===== config.mk =====
export PLATFORM = sky130hd
export DESIGN_NAME = gpe_bank
export DESIGN_NICKNAME = d
export VERILOG_FILES = /design/src/rtl/gpe_bank.sv
export SDC_FILE = /design/constraint.sdc
export NUM_CORES = 1
export LEC_CHECK = 0
export ABC_AREA = 0
export BUFFER_PORTS_ARGS = -buffer_cell sky130_fd_sc_hd__buf_4
export CAP_MARGIN = 30
export CORE_AREA = 2 2 98 81
export CTS_BUF_LIST = sky130_fd_sc_hd__clkbuf_8
export CTS_CLUSTER_DIAMETER = 80
export DETAILED_ROUTE_END_ITERATION = 7
export DIE_AREA = 0 0 100 83
export SYNTH_ARGS = -nofsm -noshare
export SYNTH_HDL_FRONTEND = slang
export SYNTH_SLANG_ARGS = --single-unit

===== constraint.sdc =====
create_clock -name clk -period 1.3 [get_ports clk]
set_input_delay 0.13 -clock clk [delete_from_list [all_inputs] [get_ports clk]]
set_output_delay 0.13 -clock clk [all_outputs]
set_load 0.005 [all_outputs]

===== src/rtl/gpe_bank.sv =====
module gpe_bank #(
  parameter int BANK_LEN = 8,
  parameter int DW       = 8,
  localparam int HALF    = BANK_LEN / 2,
  localparam int IW      = (HALF > 1) ? $clog2(HALF) : 1,
  localparam int AW      = $clog2(BANK_LEN) + 1
) (
  input  logic          clk,
  input  logic          rst_n,
  input  logic [DW-1:0] evt_in,
  input  logic          wr_en,
  input  logic          rd_en,
  input  logic [AW-1:0] addr,
  input  logic [DW-1:0] wdata,
  output logic [DW-1:0] rdata,
  output logic          err,
  output logic          pending
);

  logic [HALF-1:0][DW-1:0] st_q;
  logic [HALF-1:0][DW-1:0] en_q;
  logic [DW-1:0] st0, en0;
  logic          in_range, is_st, st_wr, en_wr;
  logic [AW-1:0] en_idx;
  logic [IW-1:0] st_sel, en_sel;

  assign in_range = addr < AW'(BANK_LEN);
  assign is_st    = addr < AW'(HALF);
  assign en_idx   = addr - AW'(HALF);
  assign st_sel   = addr[IW-1:0];
  assign en_sel   = en_idx[IW-1:0];
  assign st_wr    = wr_en && in_range && is_st;
  assign en_wr    = wr_en && in_range && !is_st;

  assign st0     = st_q[0];
  assign en0     = en_q[0];
  assign pending = |(st0 & en0);

  always_ff @(posedge clk or negedge rst_n) begin
    if (!rst_n) begin
      st_q <= '0;
      en_q <= '0;
    end else begin
      for (int i = 0; i < HALF; i++) begin
        st_q[i] <= (st_q[i] & ~((st_wr && addr == AW'(i)) ? wdata : '0))
                   | ((i == 0) ? evt_in : '0);
        if (en_wr && en_idx == AW'(i)) en_q[i] <= wdata;
      end
    end
  end

  always_ff @(posedge clk or negedge rst_n) begin
    if (!rst_n) begin
      rdata <= '0;
      err   <= 1'b0;
    end else begin
      err <= (wr_en || rd_en) && !in_range;
      if (rd_en) rdata <= !in_range ? '0 : (is_st ? st_q[st_sel] : en_q[en_sel]);
    end
  end

endmodule


# Yosys cells after proc, flatten, opt, wreduce, memory -nomap -nowiden

Cells that the tools add are included.
Widths: inputs -> output; s select.

Register bits: 73

Eq/ne operators: 6
Muxes and demuxes: 10
Order comparisons: 4
Add/sub/neg operators: 1
Reductions and logical operators: 18
Bitwise logic cells: 10

Operators with widths:

| kind                | count |
|---|---|
| $mux 8              | 8 |
| $and 8x8->8         | 5 |
| $bmux 8 s2          | 2 |
| $not 8->8           | 4 |
| $eq 4x2->1 const B  | 4 |
| $logic_and 1x1->1   | 12 |
| $eq 4x1->1 const B  | 2 |
| $logic_not 4->1     | 2 |
| $or 8x8->8          | 1 |
| $reduce_or 8->1     | 1 |
| $lt 2x3->1 const B  | 2 |
| $lt 4x3->1 const B  | 1 |
| $lt 4x4->1 const B  | 1 |
| $sub 4x3->4 const B | 1 |
| $logic_not 1->1     | 2 |
| $logic_or 1x1->1    | 1 |

# Longest topological paths before layout

Depth after elaboration: 8
Mapped depth: 7

# Worst setup path before layout

No wires, ideal clock.

Path type: input -> register
Start point: input addr[0]
End point: register en_q[24] in the netlist's numbering
Stages on the path: 5
Setup time: 125 ps
Arrival time: 1,134 ps
Path buffers: 2
Data required time: 1,175 ps
Slack: 41 ps
Cells stage by stage: buf_6 > buf_6 > nand2_2 > nor2_2 > mux2_2

Longest elaborated chain between the ends: 4
Elaborated cells between the ends (all ways): 8

Ends and longest elaborated chain:

| what                                                                | line | text |
|---|---|---|
| from (decl)                                                         | 13   | `input logic [AW-1:0] addr,` |
| parallel branches: the longest is 3 deep, another holds $sub 4x3->4 | n/a  |  |
| $logic_and 1x1->1 *                                                 | 47   | `if (en_wr && en_idx == AW'(i)) en_q[i] <= wdata;` |
| to (signal, indexed assignment)                                     | 47   |  |
| to (decl)                                                           | 21   | `logic [HALF-1:0][DW-1:0] en_q;` |

Every way passes the cells marked *.
A chain may end at the register's enable or synchronous reset.

# Final worst setup path

Start point: register st_q (netlist bit st0[0])
End point: output pending

Longest elaborated chain between the ends: 2

Ends and longest elaborated chain:

| what                              | line | text |
|---|---|---|
| from (decl)                       | 20   | `logic [HALF-1:0][DW-1:0] st_q;` |
| from (signal, indexed assignment) | 45   | `st_q[i] <= (st_q[i] & ~((st_wr && addr == AW'(i)) ? wdata : '0))` |
| $and 8x8->8                       | 37   | `assign pending = \|(st0 & en0);` |
| $reduce_or 8->1                   | 37   |  |
| to (decl)                         | 17   | `output logic pending` |

Every way passes these cells.

==> metrics.md <==
| Metric | Value |
|---|---|
| Dpl cells | 405 |
| Max-slew violations | 0 |
| Vias in the first global route | 2,453 |
| DR vias | 2,358 |
| Period minus WS final | 1.45 ns |
| Synthesized area | 3290 µm² |
| # clock sinks | 73 |
| Detailed Routing Iterations Pass 1 | 5 |
| Syn Inst Count | 250 |
| Clock Latency Late Sink | 0.35 ns |
| CP max stage delay | 0.39 ns |
| Most frequent cells in the layout | buf_4, dfrtp_1, mux2_2 |
| Crit. Startpoint | st0[0] |
| Share of layout cells above drive strength 1 | 43.3% |
| First-pass GRT wire length | 13,400 µm |
| Starting Density | 45.2% |
| Util after Layout | 59.4% |
| Commonest non-fill, non-tap cell in the layout | buf_4 |
| Post-DR wirelength/cell | 18.9 µm |
| Tcrit/Tclk final | 111% |
| CP Max Fanout | 2 |
| Area grow syn2layout | 31.4% |
| Max Fclk | 0.690 GHz |
| Worst Path Required | 1.17 ns |
| Startpoint types | flip-flop |
| Clock root buffer | clkbuf_8 |
| Die W | 100 µm |
| Total CTS buffers | 9 |
| Placer Congestion | 0.835 |
| Max cap viols | 0 |
| Syn_area_per_cell | 13.2 µm² |
| Status | finished with violations |
| Hold Path Stages | 2 |
| Mapped Nets | 274 |
| Crit Reg-Reg Endpoint | rdata[0] |
| Syn. warnings | 0 |
| CTS tree | built |
| FF-to-FF path depth | 4 |
| Fin nets | 363 |
| Largest net degree at the start of global routing | 74 |
| Synth area leader | dfrtp_1 |
| Ant diodes | 0 |
| Post-synth top area share | 55.5% |
| Register bit count reported by yosys | 73 |
| Num ports | 34 |
| PD cells | 1330 nW/µm² |
| Setup CP Type | flip-flop to output pin |
| Total global routing overflow | 0 |
| Post-route DRC | 0 |
| Post-route insts no fill | 434 |
| Hold wc startpoint | wdata[6] |
| Slowest stage cell, crit path | dfrtp_1 |
| GRT Util Overall | 21.3% |
| CP most frequent cell | buf_4 |
| Actual slew at the worst max-slew pin | 0.390 ns |
| HP Class | input pin to flip-flop |
| Reg2Reg Setup Slack | -0.08 ns |
| Reg clk slew, reported paths | 0.07 ns |
| Routed wire length | 8210 µm |
| Register area share after synthesis | 55.5% |
| Core Rows | 28 |
| Hold EP | st_q[30] |
| Crit end category | output pin |
| Max VDD drop | 773 µV |
| Die area | 8300 µm² |
| CTS Buffer Depth | 2 |
| Relative slew margins | 74.0% |
| H-tree levels | 3 |
| Setup violators final | 4 |
| Final ANT Viol Nets | 0 |
| Failing checks | negative setup slack |
| Post-route setup slack | -0.149 ns |
| Critical-path cell list | buf_4 -> a22oi_2 -> nand4_1 -> buf_4 |
| Vias per inst | 5.43 |
| Final hold slack | 0.0191 ns |
| RR Startpoint | st0[0] |
| Initial antenna violation count | 0 |
| Hpwl dp | 5890 µm |
| Ranking of synthesized cells by area | dfrtp_1, mux2_2, a21boi_0 |
| Core area | 7290 µm² |
| CP Data Arrival Time | 1.32 ns |
| DR iter-0 viols | 157 |
| Quantity of I/O buffers inserted on ports | 33 |
| Die span in y | 83 µm |
| Yosys cell types | 32 |
| Leak | 2.02 nW |
| Layout Skew | 0.00656 ns |
| RSZ-0062 raised after global routing | yes |
| Final Hold Viols | 0 |
## flip-flops by register name, indices dropped and copies added, names as in the netlist
name   cells
en_q      24
st_q      24
en0        8
rdata      8
st0        8
err        1
## logic make-up (layout without fill, tap and decap cells)
family	Yosys count	in the layout	synth area share [%]
AOI/OAI and AO/OA	60	60	13.4
and+or+nand+nor	46	46	7.82
buffers and inverters	18	112	3.08
DFF	73	73	55.4
muxes	53	53	20.3
## worst max-delay path: cells and delay by family (launching register included)
family          cells  cell delay (ns)
compound gates      1             0.13
buf+inv             2             0.31
simple gates        1             0.14
flops               1             0.39
## routing by layer
layer,GRT usage [%],vias to the layer above,wire length (µm)
met5,0,-,0
met4,5.48,0,107
met3,5.39,12,358
met2,32.6,42,3820
met1,30.5,1207,3920
li1,-,1097,-
## report_power, final
group	internal (mW)	switching, mW	total, mW
clock network	1.32	0.848	2.16
logic	0.545	0.359	0.904
registers	2.53	0.171	2.71
total	4.40	1.38	5.77
## synthesized netlist by cell type
master     n
dfrtp_1   73
a32o_1     1
or3_1      1
nand3_1    3
nor2_2     3
nor3b_1    1
or3b_4     1
mux2i_1   12
inv_1      9
buf_2      3
a31oi_1    1
nand2_1   12
nand4_1    4
o22ai_1    5
mux2_4     8
o21ai_0    6
nor3_1     1
nor2_1    10
clkbuf_1   2
nand3b_4   1
a21o_1    11
a222oi_1   4
nor2b_1    4
mux2_2    28
buf_6      4
nor3_4     1
nand2b_1   3
mux4_2     5
nand2_2    1
a22oi_1    7
o21a_1     1
a21boi_0  24
## cell type report
class / count / area [µm²]
Fill cell: 616 / 2960
Sequential cell: 73 / 1830
Multi-Input combinational cell: 159 / 1410
Timing Repair Buffer: 87 / 708
Clock buffer: 10 / 138
Tap cell: 90 / 113
Clock inverter: 6 / 105
Inverter: 9 / 33.8
## timing repair
action | CTS | global route
gates resized for setup | 6 | 6
cloned | 0 | 0
hold buffers | 9 | 0
pin swaps | 6 | 5
endpoints found under the setup margin | 3 | 5
buffers inserted | 4 | 1
hold endpoints to repair | 81 | 0
## per-stage QoR
step                      setup WS (ns)  cell area (µm²)  TNS [ns]  power (mW)
after detailed placement         -0.177             3920     -3.87        3.60
final                            -0.149             4330    -0.319        5.77
after global placement           -0.152             3920     -3.17        3.58
after floorplan                  0.0411             3290         0        3.21
after CTS                        -0.139             4310    -0.247        5.80
after global routing             -0.214             4330    -0.519        6.04
## worst max path at each step
stage	end	depth (start not counted)	slack [ns]
final	pending	4	-0.15
after global placement	en_q[17]	5	-0.15
after global routing	pending	4	-0.21
after floorplan	en_q[24]	5	0.04
after detailed placement	en_q[23]	5	-0.18
after CTS	pending	3	-0.14
(Power assumes the default switching activity.)
